===== config.mk =====
export PLATFORM = sky130hd
export DESIGN_NAME = rst_sequencer
export DESIGN_NICKNAME = d
export VERILOG_FILES = /design/src/rtl/rstgen_pkg.sv /design/src/rtl/rstgen_pin_sync.sv /design/src/rtl/rstgen_seq_fsm.sv /design/src/rtl/rstgen_cause_latch.sv /design/src/rtl/rst_sequencer.sv
export SDC_FILE = /design/constraint.sdc
export NUM_CORES = 1
export LEC_CHECK = 0
export BUFFER_PORTS_ARGS = -buffer_cell sky130_fd_sc_hd__buf_2
export CAP_MARGIN = 30
export CORE_MARGIN = 8
export CORE_UTILIZATION = 50
export CTS_CLUSTER_DIAMETER = 200
export CTS_CLUSTER_SIZE = 30
export DETAILED_ROUTE_END_ITERATION = 10
export PLACE_DENSITY = 0.73
export SYNTH_ARGS = -nofsm -noshare
export SYNTH_HDL_FRONTEND = slang
export SYNTH_HIERARCHICAL = 1
export SYNTH_SLANG_ARGS = --single-unit

===== constraint.sdc =====
create_clock -name clk -period 2 [get_ports clk]
set_input_delay 0.6 -clock clk [delete_from_list [all_inputs] [get_ports clk]]
set_output_delay 0.6 -clock clk [all_outputs]
set_load 0.05 [all_outputs]

===== src/rtl/rstgen_pkg.sv =====
// Shared types for the reset sequencer: state encoding, vector codes,
// cause flag record and the vector priority function.
package rstgen_pkg;

    typedef enum logic [1:0] {
        ST_IDLE    = 2'd0,
        ST_DRIVE   = 2'd1,
        ST_RELEASE = 2'd2,
        ST_HOLD    = 2'd3
    } seq_state_e;

    typedef enum logic [2:0] {
        VEC_POWER   = 3'd0,
        VEC_PIN     = 3'd1,
        VEC_CLKMON  = 3'd2,
        VEC_WDOG    = 3'd3,
        VEC_ILLADDR = 3'd4
    } vec_code_e;

    typedef struct packed {
        logic power;
        logic pin;
        logic clkmon;
        logic wdog;
        logic illaddr;
    } cause_t;

    // Priority: power class, then pin, clock monitor, watchdog, illegal address.
    function automatic vec_code_e pick_vector(input cause_t c);
        if (c.power)       return VEC_POWER;
        else if (c.pin)    return VEC_PIN;
        else if (c.clkmon) return VEC_CLKMON;
        else if (c.wdog)   return VEC_WDOG;
        else               return VEC_ILLADDR;
    endfunction

endpackage


===== src/rtl/rstgen_pin_sync.sv =====
// Multi-stage synchronizer for the reset pin read-back.
// Assumes the pin idles high; all stages reset to 1 so no spurious
// low is seen after base reset.
module rstgen_pin_sync #(
    parameter int STAGES = 2
) (
    input  logic clk,
    input  logic rst_n,
    input  logic pin_async,
    output logic pin_sync
);
    logic [STAGES-1:0] chain_q;

    // Shift the pin level through the flop chain.
    generate
        if (STAGES == 1) begin : g_single
            always_ff @(posedge clk) begin
                if (!rst_n) chain_q <= '1;
                else        chain_q <= pin_async;
            end
        end else begin : g_multi
            always_ff @(posedge clk) begin
                if (!rst_n) chain_q <= '1;
                else        chain_q <= {chain_q[STAGES-2:0], pin_async};
            end
        end
    endgenerate

    assign pin_sync = chain_q[STAGES-1];

endmodule


===== src/rtl/rstgen_seq_fsm.sv =====
// Pin sequencing state machine: pull-down phase, release phase, sample,
// optional wait for the pin to rise. Restarts on any new request.
// Assumes pin_lvl is already synchronized to clk.
module rstgen_seq_fsm
    import rstgen_pkg::*;
#(
    parameter int DRIVE_CYC  = 512,
    parameter int SAMPLE_CYC = 256
) (
    input  logic clk,
    input  logic rst_n,
    input  logic new_req,
    input  logic pin_lvl,
    output logic drive_en,
    output logic busy,
    output logic pin_evt,
    output logic done
);
    localparam int MAX_CYC = (DRIVE_CYC > SAMPLE_CYC) ? DRIVE_CYC : SAMPLE_CYC;
    localparam int CNT_W   = (MAX_CYC > 1) ? $clog2(MAX_CYC) : 1;
    localparam logic [CNT_W-1:0] DRIVE_LAST  = CNT_W'(DRIVE_CYC - 1);
    localparam logic [CNT_W-1:0] SAMPLE_LAST = CNT_W'(SAMPLE_CYC - 1);

    seq_state_e       state_q, state_n;
    logic [CNT_W-1:0] cnt_q, cnt_n;
    logic             idle_low, sample_low;

    // Next-state and phase counter logic.
    always_comb begin
        state_n    = state_q;
        cnt_n      = cnt_q;
        done       = 1'b0;
        sample_low = 1'b0;
        idle_low   = (state_q == ST_IDLE) && !pin_lvl;
        if (new_req || idle_low) begin
            state_n = ST_DRIVE;
            cnt_n   = '0;
        end else begin
            unique case (state_q)
                ST_DRIVE: begin
                    if (cnt_q == DRIVE_LAST) begin
                        state_n = ST_RELEASE;
                        cnt_n   = '0;
                    end else begin
                        cnt_n = cnt_q + 1'b1;
                    end
                end
                ST_RELEASE: begin
                    if (cnt_q == SAMPLE_LAST) begin
                        cnt_n = '0;
                        if (!pin_lvl) begin
                            state_n    = ST_HOLD;
                            sample_low = 1'b1;
                        end else begin
                            state_n = ST_IDLE;
                            done    = 1'b1;
                        end
                    end else begin
                        cnt_n = cnt_q + 1'b1;
                    end
                end
                ST_HOLD: begin
                    if (pin_lvl) begin
                        state_n = ST_IDLE;
                        done    = 1'b1;
                    end
                end
                default: ;
            endcase
        end
    end

    // State and counter registers; base reset starts a full sequence.
    always_ff @(posedge clk) begin
        if (!rst_n) begin
            state_q <= ST_DRIVE;
            cnt_q   <= '0;
        end else begin
            state_q <= state_n;
            cnt_q   <= cnt_n;
        end
    end

    assign drive_en = (state_q == ST_DRIVE);
    assign busy     = (state_q != ST_IDLE);
    assign pin_evt  = idle_low | sample_low;

    // while waiting for the pin, a low pin keeps the block waiting.
    a_r4_hold_waits: assert property (@(posedge clk) disable iff (!rst_n)
        (state_q == ST_HOLD && !pin_lvl && !new_req) |=> (state_q == ST_HOLD));

    // the wait state is entered only from the release phase.
    a_r2_hold_after_release: assert property (@(posedge clk) disable iff (!rst_n)
        $rose(state_q == ST_HOLD) |-> ($past(state_q) == ST_RELEASE));

    // the drive phase is always followed by release or a restart.
    a_r1_drive_exit: assert property (@(posedge clk) disable iff (!rst_n)
        (state_q == ST_DRIVE && cnt_q == DRIVE_LAST && !new_req) |=> (state_q == ST_RELEASE));

endmodule


===== src/rtl/rstgen_cause_latch.sv =====
// Holds pending reset causes for the running sequence and registers the
// vector class code when the sequence ends, clearing the causes.
// Assumes done is never raised in a cycle that carries a new cause.
module rstgen_cause_latch
    import rstgen_pkg::*;
(
    input  logic       clk,
    input  logic       rst_n,
    input  cause_t     cause_in,
    input  logic       done,
    output logic [2:0] vec_code,
    output logic       flags_empty
);
    cause_t    flags_q;
    vec_code_e vec_q;

    // Accumulate causes; clear at sequence end. Base reset counts as power-up.
    always_ff @(posedge clk) begin
        if (!rst_n) begin
            flags_q       <= '0;
            flags_q.power <= 1'b1;
        end else if (done) begin
            flags_q <= '0;
        end else begin
            flags_q <= flags_q | cause_in;
        end
    end

    // Register the vector class at sequence end.
    always_ff @(posedge clk) begin
        if (!rst_n)    vec_q <= VEC_POWER;
        else if (done) vec_q <= pick_vector(flags_q);
    end

    assign vec_code    = vec_q;
    assign flags_empty = (flags_q == '0);

endmodule


===== src/rtl/rst_sequencer.sv =====
// Reset sequencer top: merges cause strobes, runs the pin sequence,
// holds the internal reset and publishes the vector class code.
// Assumes all strobes are synchronous single-cycle pulses on clk.
module rst_sequencer
    import rstgen_pkg::*;
#(
    parameter int DRIVE_CYC   = 512,
    parameter int SAMPLE_CYC  = 256,
    parameter int SYNC_STAGES = 2
) (
    input  logic       clk,
    input  logic       rst_n,
    input  logic       por_req,
    input  logic       lvr_req,
    input  logic       illaddr_req,
    input  logic       clkmon_req,
    input  logic       wdog_req,
    input  logic       pin_in,
    output logic       pin_drive_en,
    output logic       int_rst,
    output logic [2:0] vec_sel
);
    logic   pin_sync, any_strobe, pin_evt, seq_done, flags_empty;
    cause_t causes;

    assign any_strobe = por_req | lvr_req | illaddr_req | clkmon_req | wdog_req;

    // Gather this cycle's causes into one record.
    always_comb begin
        causes         = '0;
        causes.power   = por_req | lvr_req;
        causes.pin     = pin_evt;
        causes.clkmon  = clkmon_req;
        causes.wdog    = wdog_req;
        causes.illaddr = illaddr_req;
    end

    rstgen_pin_sync #(.STAGES(SYNC_STAGES)) sync_i (
        .clk       (clk),
        .rst_n     (rst_n),
        .pin_async (pin_in),
        .pin_sync  (pin_sync)
    );

    rstgen_seq_fsm #(.DRIVE_CYC(DRIVE_CYC), .SAMPLE_CYC(SAMPLE_CYC)) fsm_i (
        .clk      (clk),
        .rst_n    (rst_n),
        .new_req  (any_strobe),
        .pin_lvl  (pin_sync),
        .drive_en (pin_drive_en),
        .busy     (int_rst),
        .pin_evt  (pin_evt),
        .done     (seq_done)
    );

    rstgen_cause_latch latch_i (
        .clk         (clk),
        .rst_n       (rst_n),
        .cause_in    (causes),
        .done        (seq_done),
        .vec_code    (vec_sel),
        .flags_empty (flags_empty)
    );

    // pulling the pin always comes with internal reset.
    a_r3_drive_in_reset: assert property (@(posedge clk) disable iff (!rst_n)
        pin_drive_en |-> int_rst);

    // a strobe during a sequence puts the block back into pull-down.
    a_r6_restart: assert property (@(posedge clk) disable iff (!rst_n)
        (int_rst && any_strobe) |=> pin_drive_en);

    // a low synchronized pin while idle launches a sequence.
    a_r5_idle_pin: assert property (@(posedge clk) disable iff (!rst_n)
        (!int_rst && !pin_sync) |=> int_rst);

    // no cause is pending while the chip is out of reset.
    a_r8_flags_clear: assert property (@(posedge clk) disable iff (!rst_n)
        !int_rst |-> flags_empty);

    // vector code is steady between sequences.
    a_r9_vec_stable: assert property (@(posedge clk) disable iff (!rst_n)
        (!int_rst && !$past(int_rst)) |-> $stable(vec_sel));

endmodule


==> results of run 1 <==
-- sequential cells by signal (all words and copies together), names as in the netlist --
name and flops:
latch_i/flags_q 4, latch_i/vec_code 3, fsm_i/state_q 2, sync_i/chain_q 2
fsm_i/cnt_q 9
-- report_power, final --
| group | switching, mW | leakage [nW] | internal, mW |
|---|---|---|---|
| combinational | 0.0112 | 0.350 | 0.0114 |
| sequential | 0.00370 | 0.163 | 0.403 |
| clock | 0.124 | 0.0279 | 0.202 |
| total | 0.139 | 0.541 | 0.617 |
-- repair_timing --
action / CTS / global route
resized for setup: 1 / 6
setup endpoints to repair: 1 / 8
hold endpoints to repair: 0 / 0
pin swaps: 0 / 1
buffers inserted: 0 / 0
cloned: 0 / 0
-- cell type report --
type                    instances  area, um^2  area share
clock inverters                 1        30.0      0.0228
inverters                       9        33.8      0.0257
well taps                      27        33.8      0.0257
multi-input cells              88         627       0.476
repair buffers                 26         168       0.127
clock buffers                   3        22.5      0.0171
flip-flops and latches         20         402       0.305
-- per-stage QoR --
stage | utilization | setup WS (ns)
2_1_floorplan | - | 0.0634
3_3_place_gp | 0.632 | -0.103
3_5_place_dp | 0.632 | -0.129
4_1_cts | 0.660 | 0.0177
5_1_grt | 0.671 | 0.00812
6_report | 0.671 | 0.0670
-- worst paths after layout --
kind	startpoint	to	slack (ns)	depth (start not counted)
setup / recovery	fsm_i/cnt_q[0]	fsm_i/cnt_q[6]	0.07	8
setup reg to reg	fsm_i/cnt_q[0]	fsm_i/cnt_q[6]	0.07	8
hold / removal	sync_i/chain_q[0]	sync_i/chain_q[1]	0.44	1
hold reg to reg	sync_i/chain_q[0]	sync_i/chain_q[1]	0.44	1
-- per-layer routing --
layer	up-vias	routed length, um
li1	466	-
met1	429	950
met4	0	15
met2	20	1050
met5	-	0
met3	2	62
==> metrics.txt, run 1 <==
# TYPE chip_impl_metric gauge
chip_impl_info{name="final_common_cell",value="dfxtp_1"} 1
chip_impl_info{name="cts.root.buffer_cell",value="clkbuf_4"} 1
chip_impl_metric{name="routed_via_density",unit=""} 5.27
chip_impl_metric{name="timing.critical_path.buf_inv",unit=""} 1
chip_impl_metric{name="n_fill_cell",unit=""} 182
chip_impl_metric{name="fin_cells",unit=""} 174
chip_impl_metric{name="die_area",unit="um^2"} 3820
chip_impl_metric{name="floorplan.io_pins",unit=""} 13
chip_impl_metric{name="cell_area_after_placement",unit="um^2"} 1240
chip_impl_metric{name="post_synth_inst_count",unit=""} 119
chip_impl_metric{name="postSynthNetCount",unit=""} 136
chip_impl_metric{name="setup-violations-final",unit=""} 0
chip_impl_info{name="cts_tree",value="yes"} 1
chip_impl_metric{name="dpl.cell_count",unit=""} 170
chip_impl_metric{name="detailroute.via_count",unit=""} 917
chip_impl_info{name="critical-path-slowest-cell",value="or4_1"} 1
chip_impl_info{name="grt_setup_unrepaired",value="no"} 1
chip_impl_info{name="critical_path_s_top_delay_family",value="simple AND/OR/NAND/NOR gates"} 1
chip_impl_metric{name="vias_in_the_first_global_route",unit=""} 894
chip_impl_info{name="grt_most_used_layer",value="met2"} 1
chip_impl_metric{name="crit_required",unit="ns"} 2.24
chip_impl_metric{name="clkLatencyLatePin",unit="ns"} 0.29
chip_impl_metric{name="totalWireLength",unit="um"} 2080
chip_impl_metric{name="floorplan.rows",unit=""} 16
chip_impl_info{name="criticalPathCategory",value="register to register"} 1
chip_impl_metric{name="worst-slew-pin-transition",unit="ns"} 0.433
chip_impl_metric{name="finalInstanceArea",unit="um^2"} 1320
chip_impl_metric{name="dp.final_hpwl",unit="um"} 1670
chip_impl_metric{name="gp_congestion",unit=""} 0.820
chip_impl_metric{name="drt-wirelength-per-cell",unit="um"} 12.0
chip_impl_metric{name="synthesis.area_per_instance",unit="um^2"} 8.81
chip_impl_metric{name="drt_pass1_iterations",unit=""} 4
chip_impl_metric{name="n_antenna_cell",unit=""} 0
chip_impl_metric{name="grt_antenna_before_repair",unit=""} 0
chip_impl_info{name="crit_path_start_kind",value="register"} 1
chip_impl_metric{name="start_util",unit=""} 0.534
chip_impl_metric{name="finalCriticalPeriod",unit="ns"} 1.93
chip_impl_info{name="status",value="complete, no violations"} 1
chip_impl_metric{name="remaining_drcs",unit=""} 0
chip_impl_metric{name="arrival",unit="ns"} 2.17
chip_impl_metric{name="ctsHtreeMaxLevel",unit=""} 1
chip_impl_metric{name="drt.antenna.violating_nets",unit=""} 0
chip_impl_metric{name="numPortBuffers",unit=""} 12
chip_impl_metric{name="skew",unit="ns"} 0.00177
chip_impl_metric{name="floorplan.core_area",unit="um^2"} 1960
chip_impl_metric{name="worst_path_largest_cell_delay",unit="ns"} 0.41
chip_impl_metric{name="syn-cell-area",unit="um^2"} 1050
chip_impl_metric{name="grtUsageTotal",unit=""} 0.126
chip_impl_metric{name="max-slew-margin-rel",unit=""} 0.710
chip_impl_metric{name="detail_route.iter0.violations",unit=""} 20
chip_impl_info{name="setup.worst_path.end_class",value="register"} 1
chip_impl_metric{name="nets",unit=""} 165
chip_impl_info{name="cpMostUsedCell",value="ha_1"} 1
chip_impl_metric{name="cts.path.max_buffers",unit=""} 2
chip_impl_metric{name="hold_viol",unit=""} 0
chip_impl_info{name="worst_hold_path_type",value="register to register"} 1
chip_impl_metric{name="wire_length_of_the_first_global_routing_pass",unit="um"} 3680
chip_impl_metric{name="power-per-cell-area",unit="nW/um^2"} 575
chip_impl_metric{name="hold_buffers",unit=""} 0
chip_impl_metric{name="cts_num_sinks",unit=""} 20
chip_impl_metric{name="vdd_drop_max",unit="uV"} 555
chip_impl_metric{name="power.leakage",unit="nW"} 0.541
chip_impl_metric{name="finalMaxSlewViolations",unit=""} 0
chip_impl_metric{name="globalRouteMet1Util",unit=""} 0.140
chip_impl_metric{name="synthToLayoutAreaGrowth",unit="%"} 25.5
chip_impl_metric{name="grt.met3_usage",unit=""} 0.0329
chip_impl_metric{name="clkSlewWorstSetupHoldPaths",unit="ns"} 0.12
chip_impl_metric{name="cts_inserted_buffers",unit=""} 3
chip_impl_metric{name="die_width",unit="um"} 61.8
chip_impl_metric{name="final_layout_size_suffix_gt1_frac",unit=""} 0.272
chip_impl_metric{name="yosysWarnings",unit=""} 6
chip_impl_info{name="worstPathCellList",value="ha_1, nand2_2, nor2_4, ha_1, buf_4, mux2_4, or4_1, a21oi_1"} 1
chip_impl_metric{name="grt_overflow_total",unit=""} 0
chip_impl_metric{name="gr-usage-met2",unit=""} 0.227
chip_impl_info{name="most-common-layout-cells",value="19 x dfxtp_1, 18 x nor2_1, 15 x buf_4"} 1
chip_impl_metric{name="hold_ws",unit="ns"} 0.438
chip_impl_metric{name="critical_path_peak_fanout",unit=""} 6
chip_impl_metric{name="die_h",unit="um"} 61.8
chip_impl_metric{name="clock.fmax",unit="GHz"} 0.517
chip_impl_metric{name="post_layout_power",unit="mW"} 0.756
chip_impl_metric{name="grt_max_degree",unit=""} 13
chip_impl_metric{name="drv.max_cap_violation_count",unit=""} 0
chip_impl_metric{name="final.setup.tns",unit="ns"} 0
chip_impl_metric{name="fin_crit_sh",unit=""} 0.966
Power figures use the tool's default switching activity.
==> run 2, diff against run 1 <==
ABC_AREA = 1   (was default)
SLEW_MARGIN = 20   (was default)
==> run 2 against run 1 <==
Effect of this change: hold slack worse by 0.019 ns; via count is 3.1% higher; first-iteration DRC count is 40% higher; critical path depth is 3 higher; routed wire length is 5.7% lower; area after synthesis is 1.4% higher; register-to-register slack hardly changed; synthesized cell count is 33% higher; die area is 1.1% higher; flip-flop and latch count stayed put; final area is 4.9% lower; critical endpoint is now latch_i/vec_code[2]; largest power group unchanged; highest routed layer unchanged.
==> metrics.txt, run 2 <==
# TYPE chip_impl_metric gauge
chip_impl_metric{name="clkLatencyLatePin",unit="ns"} 0.29
chip_impl_info{name="worst_hold_path_type",value="register to register"} 1
chip_impl_metric{name="post_synth_inst_count",unit=""} 158
chip_impl_metric{name="die_h",unit="um"} 62.1
chip_impl_metric{name="ctsHtreeMaxLevel",unit=""} 1
chip_impl_metric{name="gp_congestion",unit=""} 0.773
chip_impl_metric{name="max-slew-margin-rel",unit=""} 0.838
chip_impl_metric{name="floorplan.io_pins",unit=""} 13
chip_impl_metric{name="drt.antenna.violating_nets",unit=""} 0
chip_impl_metric{name="postSynthNetCount",unit=""} 175
chip_impl_info{name="largest-register",value="fsm_i/cnt_q"} 1
chip_impl_info{name="setup.worst_path.end_class",value="register"} 1
chip_impl_metric{name="reg2reg_depth",unit=""} 11
chip_impl_metric{name="remaining_drcs",unit=""} 0
chip_impl_info{name="criticalPathCategory",value="register to register"} 1
chip_impl_metric{name="floorplan.core_area",unit="um^2"} 1980
chip_impl_metric{name="nets",unit=""} 197
chip_impl_metric{name="grt_antenna_before_repair",unit=""} 0
chip_impl_metric{name="grt_max_degree",unit=""} 11
chip_impl_metric{name="dp.final_hpwl",unit="um"} 1600
chip_impl_metric{name="die_width",unit="um"} 62.1
chip_impl_metric{name="reg2reg_setup_slack",unit="ns"} 0.08
chip_impl_metric{name="wire_length_of_the_first_global_routing_pass",unit="um"} 3590
chip_impl_metric{name="die_area",unit="um^2"} 3860
chip_impl_metric{name="synthToLayoutAreaGrowth",unit="%"} 17.6
chip_impl_metric{name="crit_required",unit="ns"} 2.19
chip_impl_metric{name="start_util",unit=""} 0.537
chip_impl_metric{name="syn-cell-area",unit="um^2"} 1060
chip_impl_info{name="r2r-start",value="fsm_i/cnt_q[0]"} 1
chip_impl_metric{name="clkSlewWorstSetupHoldPaths",unit="ns"} 0.10
chip_impl_metric{name="largest_register_ff_count",unit=""} 9
chip_impl_metric{name="synthesis.area_per_instance",unit="um^2"} 6.73
chip_impl_metric{name="power-per-cell-area",unit="nW/um^2"} 492
chip_impl_metric{name="skew",unit="ns"} 0.00322
chip_impl_info{name="worstHoldEndpoint",value="sync_i/chain_q[1]"} 1
chip_impl_metric{name="finalMaxSlewViolations",unit=""} 0
chip_impl_info{name="status",value="complete, no violations"} 1
chip_impl_metric{name="hold_depth",unit=""} 2
chip_impl_metric{name="final_layout_size_suffix_gt1_frac",unit=""} 0.208
chip_impl_metric{name="dpl.cell_count",unit=""} 199
chip_impl_metric{name="totalWireLength",unit="um"} 1960
chip_impl_info{name="critical_path_s_top_delay_family",value="simple AND/OR/NAND/NOR gates"} 1
chip_impl_info{name="crit_path_start_kind",value="register"} 1
chip_impl_metric{name="timing.critical_path.buf_inv",unit=""} 1
chip_impl_metric{name="n_antenna_cell",unit=""} 0
chip_impl_metric{name="grt_overflow_total",unit=""} 0
chip_impl_metric{name="routed_via_density",unit=""} 4.61
chip_impl_metric{name="grtUsageTotal",unit=""} 0.108
chip_impl_metric{name="cts_num_sinks",unit=""} 20
chip_impl_metric{name="detail_route.iter0.violations",unit=""} 28
chip_impl_metric{name="vias_in_the_first_global_route",unit=""} 921
chip_impl_metric{name="numPortBuffers",unit=""} 12
chip_impl_metric{name="clock.fmax",unit="GHz"} 0.520
chip_impl_metric{name="final_core_utilization",unit=""} 0.631
chip_impl_metric{name="drt-wirelength-per-cell",unit="um"} 9.58
chip_impl_metric{name="cts.path.max_buffers",unit=""} 2
chip_impl_info{name="cts.root.buffer_cell",value="clkbuf_4"} 1
chip_impl_metric{name="finalCriticalPeriod",unit="ns"} 1.92
chip_impl_metric{name="drt_pass1_iterations",unit=""} 4
chip_impl_info{name="most-common-layout-cells",value="40 x nand2_1, 26 x inv_1, 25 x nor2_1"} 1
chip_impl_metric{name="worst_path_largest_cell_delay",unit="ns"} 0.37
chip_impl_metric{name="power.leakage",unit="nW"} 0.583
chip_impl_info{name="worstPathCellList",value="ha_4, nand3_1, or2_1, nor3_2, ha_2, a21oi_2, nor3_2, buf_4, nor2_2, nand2_1, nand2_1"} 1
chip_impl_metric{name="yosysWarnings",unit=""} 6
chip_impl_metric{name="detailroute.via_count",unit=""} 945
chip_impl_metric{name="cts_inserted_buffers",unit=""} 3
chip_impl_metric{name="fin_crit_sh",unit=""} 0.961
chip_impl_info{name="min_from",value="sync_i/chain_q[0]"} 1
chip_impl_metric{name="hold_viol",unit=""} 0
chip_impl_metric{name="critical_path_peak_fanout",unit=""} 4
chip_impl_metric{name="worst-slew-pin-transition",unit="ns"} 0.242
chip_impl_info{name="final_common_cell",value="nand2_1"} 1
chip_impl_metric{name="drv.max_cap_violation_count",unit=""} 0
chip_impl_metric{name="vdd_drop_max",unit="uV"} 363
chip_impl_metric{name="fin_cells",unit=""} 205
chip_impl_metric{name="setup-violations-final",unit=""} 0
chip_impl_metric{name="n_fill_cell",unit=""} 181
chip_impl_info{name="cts_tree",value="yes"} 1
chip_impl_info{name="critical-path-slowest-cell",value="dfxtp_2"} 1
chip_impl_info{name="worst_r2r_endpoint",value="latch_i/vec_code[2]"} 1
chip_impl_metric{name="floorplan.rows",unit=""} 16
chip_impl_metric{name="arrival",unit="ns"} 2.12
run 2: worst min-delay path, cell delays in order, from the launching register on:
cell and delay [ns]:
dfxtp_1 0.32, inv_1 0.04, nand2_1 0.04
run 2: area by class of cell:
class / count / area [um^2] / share of cell area
Sequential cell: 20 / 403 / 0.322
Clock buffer: 3 / 22.5 / 0.0180
Inverter: 28 / 105 / 0.0840
Tap cell: 27 / 33.8 / 0.0270
Timing Repair Buffer: 17 / 97.6 / 0.0780
Multi-Input combinational cell: 110 / 589 / 0.471
run 2: stage by stage:
| stage | setup WS, ns | setup TNS [ns] | cell area [um^2] | hold slack (ns) | power [mW] |
|---|---|---|---|---|---|
| after detailed placement | -0.0560 | -0.158 | 1170 | 0.398 | 0.443 |
| final | 0.0775 | 0 | 1250 | 0.419 | 0.616 |
| after CTS | 0.0292 | 0 | 1200 | 0.425 | 0.625 |
| after floorplan | 0.0827 | 0 | 1060 | 0.380 | 0.431 |
| after global placement | 0.0647 | 0 | 1170 | 0.381 | 0.442 |
| after global routing | -0.0211 | -0.0658 | 1250 | 0.447 | 0.650 |
run 2: routing by layer:
layer	global-route usage	wire, um	vias up
li1	-	-	522
met1	0.127	969	408
met2	0.177	914	11
met3	0.0197	42	4
met4	0.0641	36	0
met5	0	0	-
run 2: worst max-delay path by stage:
stage | start | to | slack [ns] | cells past startpoint
2_1_floorplan | fsm_i/cnt_q[0] | latch_i/vec_code[2] | 0.08 | 11
3_3_place_gp | fsm_i/cnt_q[0] | latch_i/vec_code[1] | 0.06 | 11
3_5_place_dp | fsm_i/cnt_q[0] | latch_i/vec_code[2] | -0.06 | 11
4_1_cts | fsm_i/cnt_q[0] | latch_i/vec_code[2] | 0.03 | 11
5_1_grt | fsm_i/cnt_q[1] | latch_i/vec_code[0] | -0.02 | 11
6_report | fsm_i/cnt_q[0] | latch_i/vec_code[2] | 0.08 | 11
run 2: power by group:
| part | total, mW | switching, mW | internal (mW) |
|---|---|---|---|
| clock network | 0.182 | 0.112 | 0.0700 |
| registers | 0.406 | 0.00327 | 0.403 |
| logic | 0.0283 | 0.0163 | 0.0120 |
| total | 0.616 | 0.131 | 0.485 |
run 2: timing repair:
action | in CTS | in global routing
setup endpoints to repair | 4 | 11
pin swaps | 0 | 3
hold buffers | 0 | 0
buffers inserted | 0 | 3
resized for setup | 1 | 9
hold endpoints to repair | 0 | 0
